<file path="src/rtl/sixstep_pwm.sv">
module sixstep_pwm #(
  parameter int CNT_W       = 16,
  parameter int HALF_PERIOD = 2000,
  parameter int DEAD_TICKS  = 40,
  parameter int NPAIR       = 3
) (
  input  logic                                    clk,
  input  logic                                    rst_n,
  input  logic                                    cmp_wr,
  input  logic [((NPAIR > 1) ? $clog2(NPAIR) : 1)-1:0] cmp_sel,
  input  logic [CNT_W-1:0]                        cmp_data,
  input  logic                                    ovr_wr,
  input  logic [15:0]                             ovr_data,
  input  logic                                    hw_sync,
  input  logic                                    sw_sync,
  output logic [2*NPAIR-1:0]                      pwm_out,
  output logic                                    init_trig
);

  localparam int NCH     = 2 * NPAIR;
  localparam int LVL_LSB = 8;
  localparam int DT_W    = $clog2(DEAD_TICKS + 1);
  localparam logic [CNT_W-1:0] TOP     = CNT_W'(HALF_PERIOD);
  localparam logic [CNT_W-1:0] CMP_OFF = CNT_W'(HALF_PERIOD + 1);
  localparam logic [DT_W-1:0]  DT_MAX  = DT_W'(DEAD_TICKS);
  localparam logic [15:0] USED_MASK = 16'(((1 << NCH) - 1) | (((1 << NCH) - 1) << LVL_LSB));

  logic [CNT_W-1:0]            cnt;
  logic                        cnt_up;
  logic [NPAIR-1:0][CNT_W-1:0] cmp_sh, cmp_act;
  logic [NCH-1:0]              ovr_en, ovr_lvl, ovr_en_sh, ovr_lvl_sh;
  logic [NCH-1:0]              pwm_dt;
  logic                        at_min;
  logic                        unused_ovr_bits;

  assign at_min          = (cnt == '0);
  assign init_trig       = at_min;
  assign unused_ovr_bits = ^(ovr_data & ~USED_MASK);

  always_ff @(posedge clk or negedge rst_n) begin
    if (!rst_n) begin
      cnt    <= '0;
      cnt_up <= 1'b1;
    end else if (cnt_up) begin
      if (cnt == TOP) begin
        cnt    <= TOP - 1'b1;
        cnt_up <= 1'b0;
      end else begin
        cnt <= cnt + 1'b1;
      end
    end else if (at_min) begin
      cnt    <= CNT_W'(1);
      cnt_up <= 1'b1;
    end else begin
      cnt <= cnt - 1'b1;
    end
  end

  always_ff @(posedge clk or negedge rst_n) begin
    if (!rst_n) begin
      cmp_sh  <= {NPAIR{CMP_OFF}};
      cmp_act <= {NPAIR{CMP_OFF}};
    end else begin
      if (cmp_wr && (int'(cmp_sel) < NPAIR))
        cmp_sh[cmp_sel] <= cmp_data;
      if (at_min)
        cmp_act <= cmp_sh;
    end
  end

  always_ff @(posedge clk or negedge rst_n) begin
    if (!rst_n) begin
      ovr_en_sh  <= '1;
      ovr_lvl_sh <= '0;
      ovr_en     <= '1;
      ovr_lvl    <= '0;
    end else begin
      if (ovr_wr) begin
        ovr_en_sh  <= ovr_data[NCH-1:0];
        ovr_lvl_sh <= ovr_data[LVL_LSB +: NCH];
      end
      if (hw_sync || sw_sync) begin
        ovr_en  <= ovr_en_sh;
        ovr_lvl <= ovr_lvl_sh;
      end
    end
  end

  for (genvar p = 0; p < NPAIR; p++) begin : g_pair
    logic            ref_lvl, ref_q, settled;
    logic [DT_W-1:0] dt_cnt;

    assign ref_lvl = (cnt >= cmp_act[p]);
    assign settled = (dt_cnt == DT_MAX);

    always_ff @(posedge clk or negedge rst_n) begin
      if (!rst_n) begin
        ref_q  <= 1'b0;
        dt_cnt <= DT_MAX;
      end else if (ref_lvl != ref_q) begin
        ref_q  <= ref_lvl;
        dt_cnt <= '0;
      end else if (!settled) begin
        dt_cnt <= dt_cnt + 1'b1;
      end
    end

    assign pwm_dt[2*p]   = ref_q & settled;
    assign pwm_dt[2*p+1] = ~ref_q & settled;
  end

  assign pwm_out = (ovr_en & ovr_lvl) | (~ovr_en & pwm_dt);

endmodule

</file>
<file path="config.mk">
export PLATFORM = sky130hd
export DESIGN_NAME = sixstep_pwm
export DESIGN_NICKNAME = d
export VERILOG_FILES = /design/src/rtl/sixstep_pwm.sv
export SDC_FILE = /design/constraint.sdc
export NUM_CORES = 1
export LEC_CHECK = 0
export ABC_CLOCK_PERIOD_IN_PS = 4800
export BUFFER_PORTS_ARGS = -buffer_cell sky130_fd_sc_hd__buf_4
export CAP_MARGIN = 20
export CELL_PAD_IN_SITES_DETAIL_PLACEMENT = 0
export CELL_PAD_IN_SITES_GLOBAL_PLACEMENT = 1
export CORE_ASPECT_RATIO = 1.5
export CORE_MARGIN = 8
export CORE_UTILIZATION = 53
export CTS_CLUSTER_SIZE = 30
export DETAILED_ROUTE_END_ITERATION = 6
export HOLD_SLACK_MARGIN = 0.08
export PLACE_DENSITY = 0.82
export REMOVE_ABC_BUFFERS = 1
export SYNTH_ARGS = -nofsm -noshare
export SYNTH_HDL_FRONTEND = slang
export SYNTH_SLANG_ARGS = --single-unit
</file>
<file path="constraint.sdc">
create_clock -name clk -period 4.8 [get_ports clk]
set_input_delay 0.48 -clock clk [delete_from_list [all_inputs] [get_ports clk]]
set_output_delay 0.48 -clock clk [all_outputs]
set_load 0.01 [all_outputs]
</file>
==> results.py, run 1 <==
metrics = {
    "placement": {
        "dp_cells": 965,
        "dpl_cell_area_um2": 8530,
        "io_buffers": 42,
        "hpwl_um": 11800,
        "gp_congestion": 0.849,
    },
    "finish": {
        "mostFrequentLayoutCell": "dfrtp_1",
        "layout.cells.non_filler": 998,
        "n_antenna_cell": 0,
        "area_growth_pct": 13.8,
        "final_area_um2": 9140,
        "nNetsFinal": 883,
        "drive_above_1_share_pct": 28.2,
        "fillers": 1243,
        "final_cell_mix": "dfrtp_1 (97), nand2_1 (89), mux2_2 (72)",
    },
    "worst_setup_path": {
        "crit_fanout": 8,
        "cp.required_ns": 5.07,
        "cp-end-kind": "flop",
        "critPathLaunchType": "flop",
        "path_class": "reg -> reg",
        "arrival_ns": 3.22,
    },
    "power_and_ir_drop": {
        "peakVddDrop_v": 0.000273,
        "power.leakage_uw": 0.00397,
        "power_density_nw_per_um2": 360,
        "total_power_uw": 3290,
    },
    "route": {
        "wl_per_cell_um": 17.2,
        "finalWirelength_um": 17200,
        "vias": 5648,
        "drtAntennaViolNets": 0,
        "drtPass1Iterations": 4,
        "via_per_inst": 5.66,
        "drtIter0Drc": 339,
        "drc": 0,
    },
    "global_routing": {
        "grt_pass1_vias": 5952,
        "grt_pass1_wl_um": 29300,
        "grt_use_total_pct": 19.0,
        "grt_max_degree": 71,
        "antenna_found_initial": 0,
        "grt-ovfl-total": 0,
    },
    "timing": {
        "setup-tns-final_ns": 0,
        "maxSlewHeadroom_pct": 31.7,
        "worst_pin_slew_ns": 1.02,
        "slew_viol_final": 0,
        "setup-violations-final": 0,
        "skew_ns": 0.00820,
        "final-hold-violation-count": 0,
        "rsz0062_at_grt": "no",
        "timing.final.crit_share_pct": 61.5,
        "fmax_mhz": 339,
        "fin_crit_ns": 2.95,
    },
    "floorplanning": {
        "initial_core_util_pct": 53.8,
        "core_area_um2": 14900,
        "ios": 47,
        "fp.dieH_um": 167,
        "die_x_um": 117,
        "num_rows": 55,
        "dieArea_um2": 19400,
    },
    "logic_synthesis": {
        "syn-cell-area_um2": 8030,
        "synthFlopType": "dfrtp_1",
        "async_flop_share_pct": 100,
        "avgSynthCellArea_um2": 10.8,
        "synth_edf_count": 0,
        "yosys_warnings": 0,
        "ys_seq_elements": 158,
        "synth_cell_type_count": 65,
        "synth_cells": 744,
        "ys_seq_area_share_pct": 50.2,
    },
    "clocking": {
        "clk_pin_slew_ns": 0.06,
        "cts_buffers": 17,
        "cts-root-buf": "clkbuf_16",
        "ctsResizeCount": 0,
        "htree_levels": 4,
        "cts_max_path_buffers": 2,
        "clock_latency_ns": 0.42,
        "cts.sinks": 158,
        "cts_tree": "done",
    },
    "outcome": {
        "outcome": "completed",
    },
    "flow_run": {
        "max_cap_violations": 0,
    },
    "hold_path": {
        "holdCritPathClass": "in -> reg",
    },
}
## state kept, by name (all words and copies together) (netlist names)
register and flops:
cmp_act 48, cmp_sh 48, g_pair.dt_cnt 18, cnt 16
ovr_en 6, ovr_en_sh 6, ovr_lvl 6, ovr_lvl_sh 6
g_pair.ref_q 3, cnt_up 1
## repair_timing
action,in CTS,in global routing
hold buffers,1,0
hold endpoints to repair,16,0
buffers inserted,0,0
## metal layers
metal  vias up  GRT usage [%]  share of wire [%]  wire (um)
li1       2712              -                  -          -
met1      2803           23.8                 43       7430
met2       111           31.7                 51       8720
met3        22           3.80                4.1        699
met4         0           6.74                1.9        324
met5         -              0                  0          0
## critical path: stages (launching register included)
cell       delay, ns
dfrtp_1         0.47
inv_1           0.16
ha_1            0.31
nand2b_1        0.14
a2111oi_0       0.66
o311ai_0        0.38
a22oi_1         0.54
a21oi_1         0.15
## layout make-up
| class | count | area [um^2] | share of cell area, % |
|---|---|---|---|
| Sequential cell | 158 | 4030 | 44.1 |
| Multi-Input combinational cell | 496 | 3650 | 39.9 |
| Tap cell | 199 | 249 | 2.72 |
| Clock inverter | 13 | 153 | 1.67 |
| Inverter | 63 | 236 | 2.59 |
| Clock buffer | 19 | 443 | 4.85 |
| Timing Repair Buffer | 50 | 382 | 4.18 |
## power by group
group | total (uW) | switching (uW) | internal (uW)
logic | 331 | 157 | 174
clock network | 1370 | 574 | 793
registers | 1590 | 88.5 | 1510
## path summary, 6_finish.rpt
kind / from / to / slack [ns] / cells after the start
setup / recovery: cnt[0] / g_pair[0].dt_cnt[4] / 1.85 / 7
hold / removal: ovr_data[9] / ovr_lvl_sh[1] / 0.29 / 2
setup reg to reg: cnt[0] / g_pair[0].dt_cnt[4] / 1.85 / 7
min in group asynchronous: rst_n / cmp_sh[18] / 0.48 / 2
hold reg to reg: cmp_sh[32] / cmp_act[32] / 0.46 / 2
max in group asynchronous: rst_n / ovr_lvl_sh[2] / 3.22 / 3
## cell families (layout without fill, tap and decap cells)
logic type | Yosys count | count (layout) | synth area share, %
AO/OA/AOI/OAI | 162 | 162 | 12.6
XOR/XNOR | 20 | 20 | 2.18
adder cells (fa/ha/maj) | 57 | 57 | 8.88
buffers and inverters | 90 | 145 | 4.55
flip-flops | 158 | 158 | 50.2
multiplexers | 75 | 75 | 10.5
AND/OR/NAND/NOR | 182 | 182 | 11.0
## per-stage QoR
step           util (%)  hold WS [ns]  setup slack (ns)
3_5_place_dp       57.2         0.353              1.96
2_1_floorplan         -         0.184             0.544
5_1_grt            61.2         0.288              1.61
4_1_cts            61.2         0.278              1.88
3_3_place_gp       57.2         0.344              2.03
6_report           61.2         0.294              1.85
## synthesized netlist by cell type, drive strengths merged, types with 11 or more instances
master | number | area [um^2]
mux2 | 73 | 826
a21oi | 39 | 195
dfrtp | 97 | 2430
nand2 | 90 | 340
nand3 | 16 | 80.1
nand4 | 11 | 68.8
ha | 57 | 713
nor2 | 24 | 90.1
inv | 62 | 233
buf | 17 | 91.3
o21ai | 63 | 323
xor2 | 12 | 105
dfstp | 61 | 1600
Power figures use the tool's default switching activity.
==> run 2: changes to the inputs <==
ABC_AREA = 1   (was default)
ABC_CLOCK_PERIOD_IN_PS = 2500   (was 4800)
CORE_UTILIZATION = 42   (was 53)
PLACE_DENSITY = 0.73   (was 0.82)
clock period = 2.5 ns   (was 4.8 ns; I/O delays follow)
==> run 2 against run 1 <==
Net effect: wire length rose by 4.9%; combinational power rose by 94%; critical path depth did not move; via count rose by 8.7%; critical path type is now reg -> out; worst hold slack got worse by 0.20 ns; area after synthesis rose by 2.4%; clock power rose by 93%; largest cell class unchanged; utilization fell by 11 points; final area rose by 5.1%; worst setup slack got worse by 1.7 ns.
==> results.py, run 2 <==
metrics = {
    "timing": {
        "fmax_mhz": 426,
        "rsz0062_at_grt": "no",
        "timing.final.crit_share_pct": 93.9,
        "maxSlewHeadroom_pct": 61.6,
        "worst_pin_slew_ns": 0.574,
        "skew_ns": 0.00671,
        "setup-tns-final_ns": 0,
        "setup-violations-final": 0,
        "final-hold-violation-count": 0,
        "slew_viol_final": 0,
        "fin_crit_ns": 2.35,
    },
    "hold_path": {
        "min_path_cells": 3,
        "holdCritPathClass": "in -> reg",
        "min_to": "cmp_sh[39]",
        "min_from": "cmp_data[7]",
    },
    "route": {
        "vias": 6139,
        "finalWirelength_um": 18000,
        "drtAntennaViolNets": 0,
        "wl_per_cell_um": 13.9,
        "drtIter0Drc": 276,
        "via_per_inst": 4.74,
        "drtPass1Iterations": 5,
        "drc": 0,
    },
    "floorplanning": {
        "num_rows": 62,
        "ios": 47,
        "fp.dieH_um": 187,
        "core_area_um2": 19200,
        "die_x_um": 130,
        "dieArea_um2": 24400,
        "initial_core_util_pct": 42.9,
    },
    "clocking": {
        "cts.sinks": 158,
        "clk_pin_slew_ns": 0.07,
        "clock_latency_ns": 0.42,
        "cts-root-buf": "clkbuf_16",
        "cts_tree": "done",
        "cts_max_path_buffers": 2,
        "cts_setup_buffers": 0,
        "cts_buffers": 17,
        "htree_levels": 4,
    },
    "worst_setup_path": {
        "cp-end-kind": "output pin",
        "cp.required_ns": 2.25,
        "reg2regPathDepth": 9,
        "path_class": "reg -> out",
        "arrival_ns": 2.10,
        "timing.rr.start": "cnt[0]",
        "critPathLaunchType": "flop",
        "r2r_setup_slack_ns": 0.37,
        "rr_endpoint": "cmp_act[13]",
        "crit_fanout": 14,
    },
    "logic_synthesis": {
        "yosysTopAreaCell": "dfrtp_1",
        "async_flop_share_pct": 100,
        "ys_seq_area_share_pct": 49.0,
        "avgSynthCellArea_um2": 8.53,
        "syn-cell-area_um2": 8230,
        "ys_seq_elements": 158,
        "ys_top_cells_by_area": "dfrtp_1 (30%), dfstp_2 (19%), nand2_1 (11%), ha_1 (8.7%), o21ai_0 (7.1%)",
        "yosysMostFrequentCell": "nand2_1",
        "yosys-top-cells-count": "nand2_1 (244), inv_1 (135), o21ai_0 (117)",
        "synth_edf_count": 0,
        "yosysTopAreaCellShare_pct": 29.5,
        "yosys_warnings": 0,
        "synth_cell_type_count": 39,
        "synth_cells": 965,
        "synthFlopType": "dfrtp_1",
    },
    "global_routing": {
        "antenna_found_initial": 0,
        "grt_use_total_pct": 16.0,
        "grt_pass1_vias": 6224,
        "grt-ovfl-total": 0,
        "grt_max_degree": 56,
        "grt_pass1_wl_um": 30600,
    },
    "placement": {
        "gp_congestion": 0.806,
        "hpwl_um": 13200,
        "io_buffers": 42,
    },
    "finish": {
        "nNetsFinal": 1124,
        "area_growth_pct": 16.8,
        "top_regs": "cmp_act (48), cmp_sh (48), g_pair.dt_cnt (18)",
        "mostFrequentLayoutCell": "nand2_1",
        "final_cell_mix": "nand2_1 (244), inv_1 (135), o21ai_0 (117)",
        "post-route-util_pct": 50.2,
        "drive_above_1_share_pct": 17.5,
        "n_antenna_cell": 0,
    },
    "power_and_ir_drop": {
        "power.leakage_uw": 0.00458,
        "power_density_nw_per_um2": 657,
        "peakVddDrop_v": 0.000430,
    },
    "outcome": {
        "outcome": "completed",
    },
    "flow_run": {
        "max_cap_violations": 0,
    },
}
## run 2: metal layers
metal,global-route usage [%],wire [um]
met5,0,0
met4,4.98,272
met3,3.08,566
met2,29.2,9700
met1,17.8,7470
## run 2: cells by family (layout without fill, tap and decap cells)
family                   after synthesis  after routing  synth area share [%]
AND/OR/NAND/NOR                      374            374                  19.3
buffers and inverters                168            243                  8.32
flip-flops                           158            158                  49.0
adder cells (fa/ha/maj)               57             57                  8.67
AO/OA/AOI/OAI                        182            182                  12.0
XOR/XNOR                              26             26                  2.77
## run 2: metrics by stage
stage	area, um^2	total power, uW	instances	hold WS, ns	setup WS, ns
finish	9610	6310	1296	0.0941	0.153
global placement	8830	3690	1247	0.241	0.421
CTS	9610	6400	1296	0.0811	0.114
global route	9610	6660	1296	0.0843	0.00168
floorplan	8070	3440	937	-0.0456	0.280
detailed placement	8830	3700	1247	0.240	0.367
## run 2: cell type report
class | count | area (um^2)
Fill cell | 1904 | 9550
Sequential cell | 158 | 4030
Multi-Input combinational cell | 639 | 3510
Timing Repair Buffer | 71 | 617
Inverter | 140 | 526
Clock buffer | 20 | 489
Tap cell | 256 | 320
Clock inverter | 12 | 115
## run 2: worst max path at each step
stage / start / endpoint / slack, ns / cells after the start
global route: g_pair[0].dt_cnt[0] / pwm_out[0] / 0.002 / 7
detailed placement: cnt[0] / cmp_act[13] / 0.37 / 9
CTS: cnt[0] / init_trig / 0.11 / 7
global placement: cnt[0] / cmp_act[45] / 0.42 / 8
finish: cnt[0] / init_trig / 0.15 / 7
floorplan: cnt[0] / cnt[13] / 0.28 / 9
## run 2: repair_timing
item | CTS | global route
resized for setup | 0 | 0
hold endpoints to repair | 44 | 0
hold buffers | 17 | 0
## run 2: power by group
part / total [uW] / internal (uW) / switching, uW
clock network: 2640 / 1540 / 1110
logic: 642 / 283 / 359
registers: 3020 / 2870 / 153
## run 2: worst max-delay path, stage by stage, from the launching register on
cell     delay [ns]
dfrtp_1        0.41
inv_1          0.22
ha_1           0.23
inv_1          0.05
nor2_1         0.11
nand4_2        0.15
nor2_8         0.32
buf_4          0.19
